[src/rtl/wtc_pkg.sv]
package wtc_pkg;

  typedef enum logic [2:0] {
    ST_IDLE     = 3'd0,
    ST_RD_LOOK  = 3'd1,
    ST_RD_MREQ  = 3'd2,
    ST_RD_MWAIT = 3'd3,
    ST_WR_MREQ  = 3'd4,
    ST_WR_MWAIT = 3'd5,
    ST_RESP     = 3'd6
  } wtc_state_e;

endpackage

[src/rtl/wtc_rst_sync.sv]
module wtc_rst_sync #(
  parameter int unsigned STAGES = 2
) (
  input  logic clk,
  input  logic rst_n_in,
  output logic rst_n_out
);

  logic [STAGES-1:0] sync_q;

  always_ff @(posedge clk or negedge rst_n_in) begin
    if (!rst_n_in) sync_q <= '0;
    else           sync_q <= {sync_q[STAGES-2:0], 1'b1};
  end

  assign rst_n_out = sync_q[STAGES-1];

endmodule

[src/rtl/wtc_tag_array.sv]
module wtc_tag_array #(
  parameter int unsigned IDX_W = 4,
  parameter int unsigned TAG_W = 12
) (
  input  logic             clk,
  input  logic             rst_n,
  input  logic             fill_en,
  input  logic [IDX_W-1:0] line_idx,
  input  logic [TAG_W-1:0] line_tag,
  output logic             lkp_hit
);

  localparam int unsigned LINES = 1 << IDX_W;

  logic [LINES-1:0] valid_vec;
  logic [TAG_W-1:0] tag_vec [LINES];

  for (genvar g = 0; g < LINES; g++) begin : g_line
    logic             sel;
    logic             v_q;
    logic [TAG_W-1:0] t_q;

    assign sel = fill_en && (line_idx == IDX_W'(g));

    always_ff @(posedge clk or negedge rst_n) begin
      if (!rst_n)   v_q <= 1'b0;
      else if (sel) v_q <= 1'b1;
    end

    always_ff @(posedge clk) begin
      if (sel) t_q <= line_tag;
    end

    assign valid_vec[g] = v_q;
    assign tag_vec[g]   = t_q;
  end

  assign lkp_hit = valid_vec[line_idx] && (tag_vec[line_idx] == line_tag);

endmodule

[src/rtl/wtc_data_array.sv]
module wtc_data_array #(
  parameter int unsigned IDX_W  = 4,
  parameter int unsigned DATA_W = 32
) (
  input  logic              clk,
  input  logic              wr_en,
  input  logic [IDX_W-1:0]  line_idx,
  input  logic [DATA_W-1:0] wr_data,
  output logic [DATA_W-1:0] rd_data
);

  localparam int unsigned LINES = 1 << IDX_W;

  logic [DATA_W-1:0] word_vec [LINES];

  for (genvar g = 0; g < LINES; g++) begin : g_word
    logic [DATA_W-1:0] w_q;

    always_ff @(posedge clk) begin
      if (wr_en && (line_idx == IDX_W'(g))) w_q <= wr_data;
    end

    assign word_vec[g] = w_q;
  end

  assign rd_data = word_vec[line_idx];

endmodule

[src/rtl/wtc_ctrl.sv]
module wtc_ctrl
  import wtc_pkg::*;
#(
  parameter int unsigned ADDR_W = 16,
  parameter int unsigned DATA_W = 32,
  parameter int unsigned IDX_W  = 4,
  localparam int unsigned TAG_W = ADDR_W - IDX_W
) (
  input  logic              clk,
  input  logic              rst_n,
  input  logic              req_valid,
  output logic              req_ready,
  input  logic              req_we,
  input  logic [ADDR_W-1:0] req_addr,
  input  logic [DATA_W-1:0] req_wdata,
  output logic              rsp_valid,
  output logic [DATA_W-1:0] rsp_rdata,
  output logic              rsp_mem,
  output logic              mem_req_valid,
  input  logic              mem_req_ready,
  output logic              mem_req_we,
  output logic [ADDR_W-1:0] mem_req_addr,
  output logic [DATA_W-1:0] mem_req_wdata,
  input  logic              mem_rsp_valid,
  input  logic [DATA_W-1:0] mem_rsp_rdata,
  output logic [IDX_W-1:0]  line_idx,
  output logic [TAG_W-1:0]  line_tag,
  input  logic              lkp_hit,
  input  logic [DATA_W-1:0] lkp_data,
  output logic              fill_en,
  output logic              word_wr_en,
  output logic [DATA_W-1:0] word_wr_data
);

  wtc_state_e        state_q, state_d;
  logic [ADDR_W-1:0] addr_q;
  logic              we_q;
  logic [DATA_W-1:0] wdata_q;
  logic [DATA_W-1:0] rdata_q, rdata_d;
  logic              mem_q, mem_d;
  logic              cap_en, rdata_en, class_en;

  // next-state and datapath control
  always_comb begin
    state_d      = state_q;
    cap_en       = 1'b0;
    rdata_en     = 1'b0;
    rdata_d      = mem_rsp_rdata;
    class_en     = 1'b0;
    mem_d        = 1'b1;
    fill_en      = 1'b0;
    word_wr_en   = 1'b0;
    word_wr_data = wdata_q;
    unique case (state_q)
      ST_IDLE: begin
        if (req_valid) begin
          cap_en  = 1'b1;
          state_d = req_we ? ST_WR_MREQ : ST_RD_LOOK;
        end
      end
      ST_RD_LOOK: begin
        if (lkp_hit) begin
          rdata_en = 1'b1;
          rdata_d  = lkp_data;
          class_en = 1'b1;
          mem_d    = 1'b0;
          state_d  = ST_RESP;
        end else begin
          state_d = ST_RD_MREQ;
        end
      end
      ST_RD_MREQ: begin
        if (mem_req_ready) state_d = ST_RD_MWAIT;
      end
      ST_RD_MWAIT: begin
        if (mem_rsp_valid) begin
          fill_en      = 1'b1;
          word_wr_en   = 1'b1;
          word_wr_data = mem_rsp_rdata;
          rdata_en     = 1'b1;
          class_en     = 1'b1;
          state_d      = ST_RESP;
        end
      end
      ST_WR_MREQ: begin
        // tag compare runs alongside the outgoing memory write
        if (mem_req_ready) begin
          word_wr_en = lkp_hit;
          state_d    = ST_WR_MWAIT;
        end
      end
      ST_WR_MWAIT: begin
        if (mem_rsp_valid) begin
          class_en = 1'b1;
          state_d  = ST_RESP;
        end
      end
      ST_RESP: state_d = ST_IDLE;
      default: state_d = ST_IDLE;
    endcase
  end

  // registers
  always_ff @(posedge clk or negedge rst_n) begin
    if (!rst_n) state_q <= ST_IDLE;
    else        state_q <= state_d;
  end

  always_ff @(posedge clk or negedge rst_n) begin
    if (!rst_n)        mem_q <= 1'b0;
    else if (class_en) mem_q <= mem_d;
  end

  always_ff @(posedge clk) begin
    if (cap_en) begin
      addr_q  <= req_addr;
      we_q    <= req_we;
      wdata_q <= req_wdata;
    end
  end

  always_ff @(posedge clk) begin
    if (rdata_en) rdata_q <= rdata_d;
  end

  assign req_ready     = (state_q == ST_IDLE);
  assign rsp_valid     = (state_q == ST_RESP);
  assign rsp_rdata     = rdata_q;
  assign rsp_mem       = mem_q;
  assign mem_req_valid = (state_q == ST_RD_MREQ) || (state_q == ST_WR_MREQ);
  assign mem_req_we    = we_q;
  assign mem_req_addr  = addr_q;
  assign mem_req_wdata = wdata_q;
  assign line_idx      = addr_q[IDX_W-1:0];
  assign line_tag      = addr_q[ADDR_W-1:IDX_W];

endmodule

[src/rtl/wt_cache.sv]
module wt_cache #(
  parameter int unsigned ADDR_W = 16,
  parameter int unsigned DATA_W = 32,
  parameter int unsigned IDX_W  = 4
) (
  input  logic              clk,
  input  logic              rst_n,
  input  logic              req_valid,
  output logic              req_ready,
  input  logic              req_we,
  input  logic [ADDR_W-1:0] req_addr,
  input  logic [DATA_W-1:0] req_wdata,
  output logic              rsp_valid,
  output logic [DATA_W-1:0] rsp_rdata,
  output logic              rsp_mem,
  output logic              mem_req_valid,
  input  logic              mem_req_ready,
  output logic              mem_req_we,
  output logic [ADDR_W-1:0] mem_req_addr,
  output logic [DATA_W-1:0] mem_req_wdata,
  input  logic              mem_rsp_valid,
  input  logic [DATA_W-1:0] mem_rsp_rdata
);

  localparam int unsigned TAG_W = ADDR_W - IDX_W;

  logic              rst_core_n;
  logic [IDX_W-1:0]  line_idx;
  logic [TAG_W-1:0]  line_tag;
  logic              lkp_hit;
  logic [DATA_W-1:0] lkp_data;
  logic              fill_en;
  logic              word_wr_en;
  logic [DATA_W-1:0] word_wr_data;

  wtc_rst_sync #(.STAGES(2)) u_rst (
    .clk       (clk),
    .rst_n_in  (rst_n),
    .rst_n_out (rst_core_n)
  );

  wtc_tag_array #(.IDX_W(IDX_W), .TAG_W(TAG_W)) u_tags (
    .clk      (clk),
    .rst_n    (rst_core_n),
    .fill_en  (fill_en),
    .line_idx (line_idx),
    .line_tag (line_tag),
    .lkp_hit  (lkp_hit)
  );

  wtc_data_array #(.IDX_W(IDX_W), .DATA_W(DATA_W)) u_data (
    .clk      (clk),
    .wr_en    (word_wr_en),
    .line_idx (line_idx),
    .wr_data  (word_wr_data),
    .rd_data  (lkp_data)
  );

  wtc_ctrl #(.ADDR_W(ADDR_W), .DATA_W(DATA_W), .IDX_W(IDX_W)) u_ctrl (
    .clk           (clk),
    .rst_n         (rst_core_n),
    .req_valid     (req_valid),
    .req_ready     (req_ready),
    .req_we        (req_we),
    .req_addr      (req_addr),
    .req_wdata     (req_wdata),
    .rsp_valid     (rsp_valid),
    .rsp_rdata     (rsp_rdata),
    .rsp_mem       (rsp_mem),
    .mem_req_valid (mem_req_valid),
    .mem_req_ready (mem_req_ready),
    .mem_req_we    (mem_req_we),
    .mem_req_addr  (mem_req_addr),
    .mem_req_wdata (mem_req_wdata),
    .mem_rsp_valid (mem_rsp_valid),
    .mem_rsp_rdata (mem_rsp_rdata),
    .line_idx      (line_idx),
    .line_tag      (line_tag),
    .lkp_hit       (lkp_hit),
    .lkp_data      (lkp_data),
    .fill_en       (fill_en),
    .word_wr_en    (word_wr_en),
    .word_wr_data  (word_wr_data)
  );

endmodule

[config.mk]
export PLATFORM = sky130hd
export DESIGN_NAME = wt_cache
export DESIGN_NICKNAME = d
export VERILOG_FILES = /design/src/rtl/wtc_pkg.sv /design/src/rtl/wtc_rst_sync.sv /design/src/rtl/wtc_tag_array.sv /design/src/rtl/wtc_data_array.sv /design/src/rtl/wtc_ctrl.sv /design/src/rtl/wt_cache.sv
export SDC_FILE = /design/constraint.sdc
export NUM_CORES = 1
export LEC_CHECK = 0
export ABC_CLOCK_PERIOD_IN_PS = 2500
export BUFFER_PORTS_ARGS = -buffer_cell sky130_fd_sc_hd__buf_4
export CORE_AREA = 2 2 232 234
export CTS_CLUSTER_DIAMETER = 120
export DETAILED_ROUTE_END_ITERATION = 8
export DIE_AREA = 0 0 234 236
export PLACE_DENSITY = 0.87
export REMOVE_ABC_BUFFERS = 1
export SYNTH_ARGS = -nofsm -noshare
export SYNTH_HDL_FRONTEND = slang
export SYNTH_SLANG_ARGS = --single-unit
[constraint.sdc]
create_clock -name clk -period 2.5 [get_ports clk]
set_input_delay 0.125 -clock clk [delete_from_list [all_inputs] [get_ports clk]]
set_output_delay 0.125 -clock clk [all_outputs]
set_load 0.01 [all_outputs]
==> flow_summary.ini <==
[setup_path]
critPathLaunchType = register
path_class = reg2reg
critPathArrivalTime_ns = 4.21
end_kind = register
crit_fanout = 9
cp.required_ns = 2.86

[routing]
routed_wl_mm = 102
drt_iter0_markers = 3142
route.detailed.drc = 0
wire_per_inst_microns = 38.8
drtPass1Iterations = 8
via_count = 18500
via_per_inst = 7.05
antenna_left = 0

[timing]
finalSetupViolCount = 578
hold_viol = 0
timing.final.max_slew_violations = 0
max_slew_margin_pct = 14.0
setup_ws_ns = -1.34
fin_crit_sh_pct = 154
skew_ns = 0.0457
tightest_slew_ns = 1.29
fmax_mhz = 260
rsz0062_at_grt = yes
min_period_ns = 3.84

[power]
p_total_mw = 34.7
p_leak_nw = 13.9
powerDensity_nw_per_um2 = 861
max-vdd-ir-drop_uv = 761

[logic_synthesis]
yosysMostFrequentCell = edfxtp_1
synth_seq_cells = 807
synthCells = 1346
yosysWarnings = 0
syn_area_per_cell_sq_um = 23.2
synth_edf_count = 785
synthTopCellsByArea = edfxtp_1 (75%), mux4_2 (14%), dfrtp_1 (1.8%)
ys_types = 44
synthFlopType = edfxtp_1
yosysTopAreaCell = edfxtp_1
async_flop_share_pct = 2.73
netlist.area_leader.share_pct = 75.4
ys_seq_area_share_pct = 77.1
synth_area_sq_um = 31300
netlist_top_cells_count = edfxtp_1 (785), mux4_2 (201), mux2_2 (48)

[floorplanning]
num_rows = 85
core_sq_um = 53100
die-width_microns = 234
die_h_microns = 236
initial_core_util_pct = 58.9
dieArea_sq_um = 55200
ios = 171

[place]
globalplace.congestion = 0.857
io_buffers = 170
dp_worst_setup_slack_ns = -1.49
hpwl_mm = 44.8
dp.cells = 2298

[finish]
areaGrowthSynthToFinish_pct = 29.1
finalNonFillerCells = 2618
fillCellCount = 2476
drive_above_1_share_pct = 45.3
fin_util_pct = 76.1
fin_nets = 1945

[flow_run]
drv_cap = 0

[global_route]
antenna_found_initial = 2
grt_use_total_pct = 34.1
grt_pass1_wl_mm = 131
grt_overflow_total = 0
grt_start_max_net_pins = 84
grt_pass1_vias = 18000

[min_path]
hold_path_class = in2reg

[clock_tree]
cts_tree = done
cts_buffer_depth = 3
cts_sinks = 807
cts.clk_slew.worst_paths_ns = 0.07
htree_num_levels = 3
cts_made_buffers = 80
cts_root_buf = clkbuf_16
clock_latency_ns = 0.67

[status]
run_status = complete, but fails checks
violations = setup timing
[through the flow]
stage               hold slack (ns)  area [sq um]   TNS, ns
CTS                           0.170         39700   -615.47
finish                        0.195         40400   -711.62
global route                  0.182         40400   -739.93
floorplan                    -0.171         30900  -6355.53
detailed placement          -0.0893         34900   -818.31
global placement            -0.0915         34900   -718.38
[cell families (layout without fill, tap and decap cells)]
family	after synthesis	after routing	synth area share (%)
compound gates	51	51	1.16
xor+xnor	17	17	0.476
buf+inv	72	647	1.10
flops	807	807	77.1
mux	306	306	18.5
other cells	1	2	0.0120
simple gates	92	92	1.64
[metal layers]
layer  GRT usage, %  up-vias  wire length, microns
met5              0        -                    17
met4           12.7        4                  6360
met3           7.19      416                 11700
met2           57.0     1922                 50700
met1           44.3     9382                 32700
li1               -     6726                     -
[cell usage in the layout (no fill, tap or decap), drive strengths merged, types with 7 or more instances in the layout]
| cell | synthesis | routed |
|---|---|---|
| a211oi | 19 | 19 |
| a21oi | 8 | 8 |
| buf | 38 | 391 |
| bufinv | 0 | 9 |
| clkbuf | 32 | 118 |
| clkinv | 0 | 32 |
| dfrtp | 22 | 22 |
| dlygate4sd3 | 0 | 86 |
| edfxtp | 785 | 785 |
| inv | 2 | 7 |
| mux2 | 75 | 75 |
| mux2i | 30 | 30 |
| mux4 | 201 | 201 |
| nand2 | 12 | 12 |
| nand2b | 11 | 11 |
| nor2 | 27 | 27 |
| or2 | 20 | 20 |
| xnor2 | 7 | 7 |
| xor2 | 10 | 10 |
[flip-flops by register name, indices dropped and copies added (netlist names), 2 cells and up]
signal	flops
u_ctrl.mem_req_addr	16
u_ctrl.mem_req_wdata	32
u_ctrl.rsp_rdata	32
u_ctrl.state_q	3
u_data.g_word.w_q	512
u_rst.sync_q	2
u_tags.g_line.t_q	192
u_tags.g_line.v_q	16
[report_power, final]
| part | internal [mW] | switching [mW] |
|---|---|---|
| clock network | 7.02 | 5.73 |
| logic | 2.39 | 3.25 |
| registers | 16.0 | 0.321 |
| total | 25.4 | 9.30 |
[worst paths after layout]
kind / start / end / slack [ns] / depth (start not counted)
worst max-delay path: u_ctrl.mem_req_addr[1] / u_data.g_word[11].w_q[14] / -1.34 / 13
worst min-delay path: req_wdata[28] / u_ctrl.mem_req_wdata[28] / 0.19 / 2
worst max register to register: u_ctrl.mem_req_addr[1] / u_data.g_word[11].w_q[14] / -1.34 / 13
worst min register to register: u_rst.sync_q[1] / u_ctrl.rsp_mem / 0.34 / 0
max in group asynchronous: u_rst.sync_q[1] / u_tags.g_line[0].v_q / 1.63 / 0
min in group asynchronous: rst_n / u_rst.sync_q[1] / 0.34 / 3
[critical path, cell delays in order (launching register included)]
cell and delay (ns):
edfxtp_1 0.41, buf_6 0.16, buf_12 0.14, mux4_2 0.52, mux2i_1 0.30, nor2_1 0.07
o41a_1 0.40, nor4_4 0.24, buf_4 0.18, nand4_4 0.16, buf_12 0.23, a211oi_4 0.29
buf_12 0.22, clkbuf_16 0.21
[final cells by class]
type | instances | area, sq um | area share, %
sequential | 807 | 24100 | 59.8
multi-input combinational | 467 | 7150 | 17.7
timing repair buffer | 501 | 5520 | 13.7
clock buffer | 95 | 2090 | 5.17
tap | 696 | 871 | 2.16
clock inverter | 49 | 602 | 1.49
inverter | 2 | 7.51 | 0.0186
antenna | 1 | 2.50 | 0.00620
[timing repair]
action | in CTS | in global routing
cloned | 23 | 25
setup endpoints to repair | 611 | 636
hold buffers | 86 | 0
pin swaps | 15 | 9
setup buffers | 38 | 12
gates resized for setup | 76 | 44
hold endpoints to repair | 87 | 0
Power figures use the tool's default switching activity.
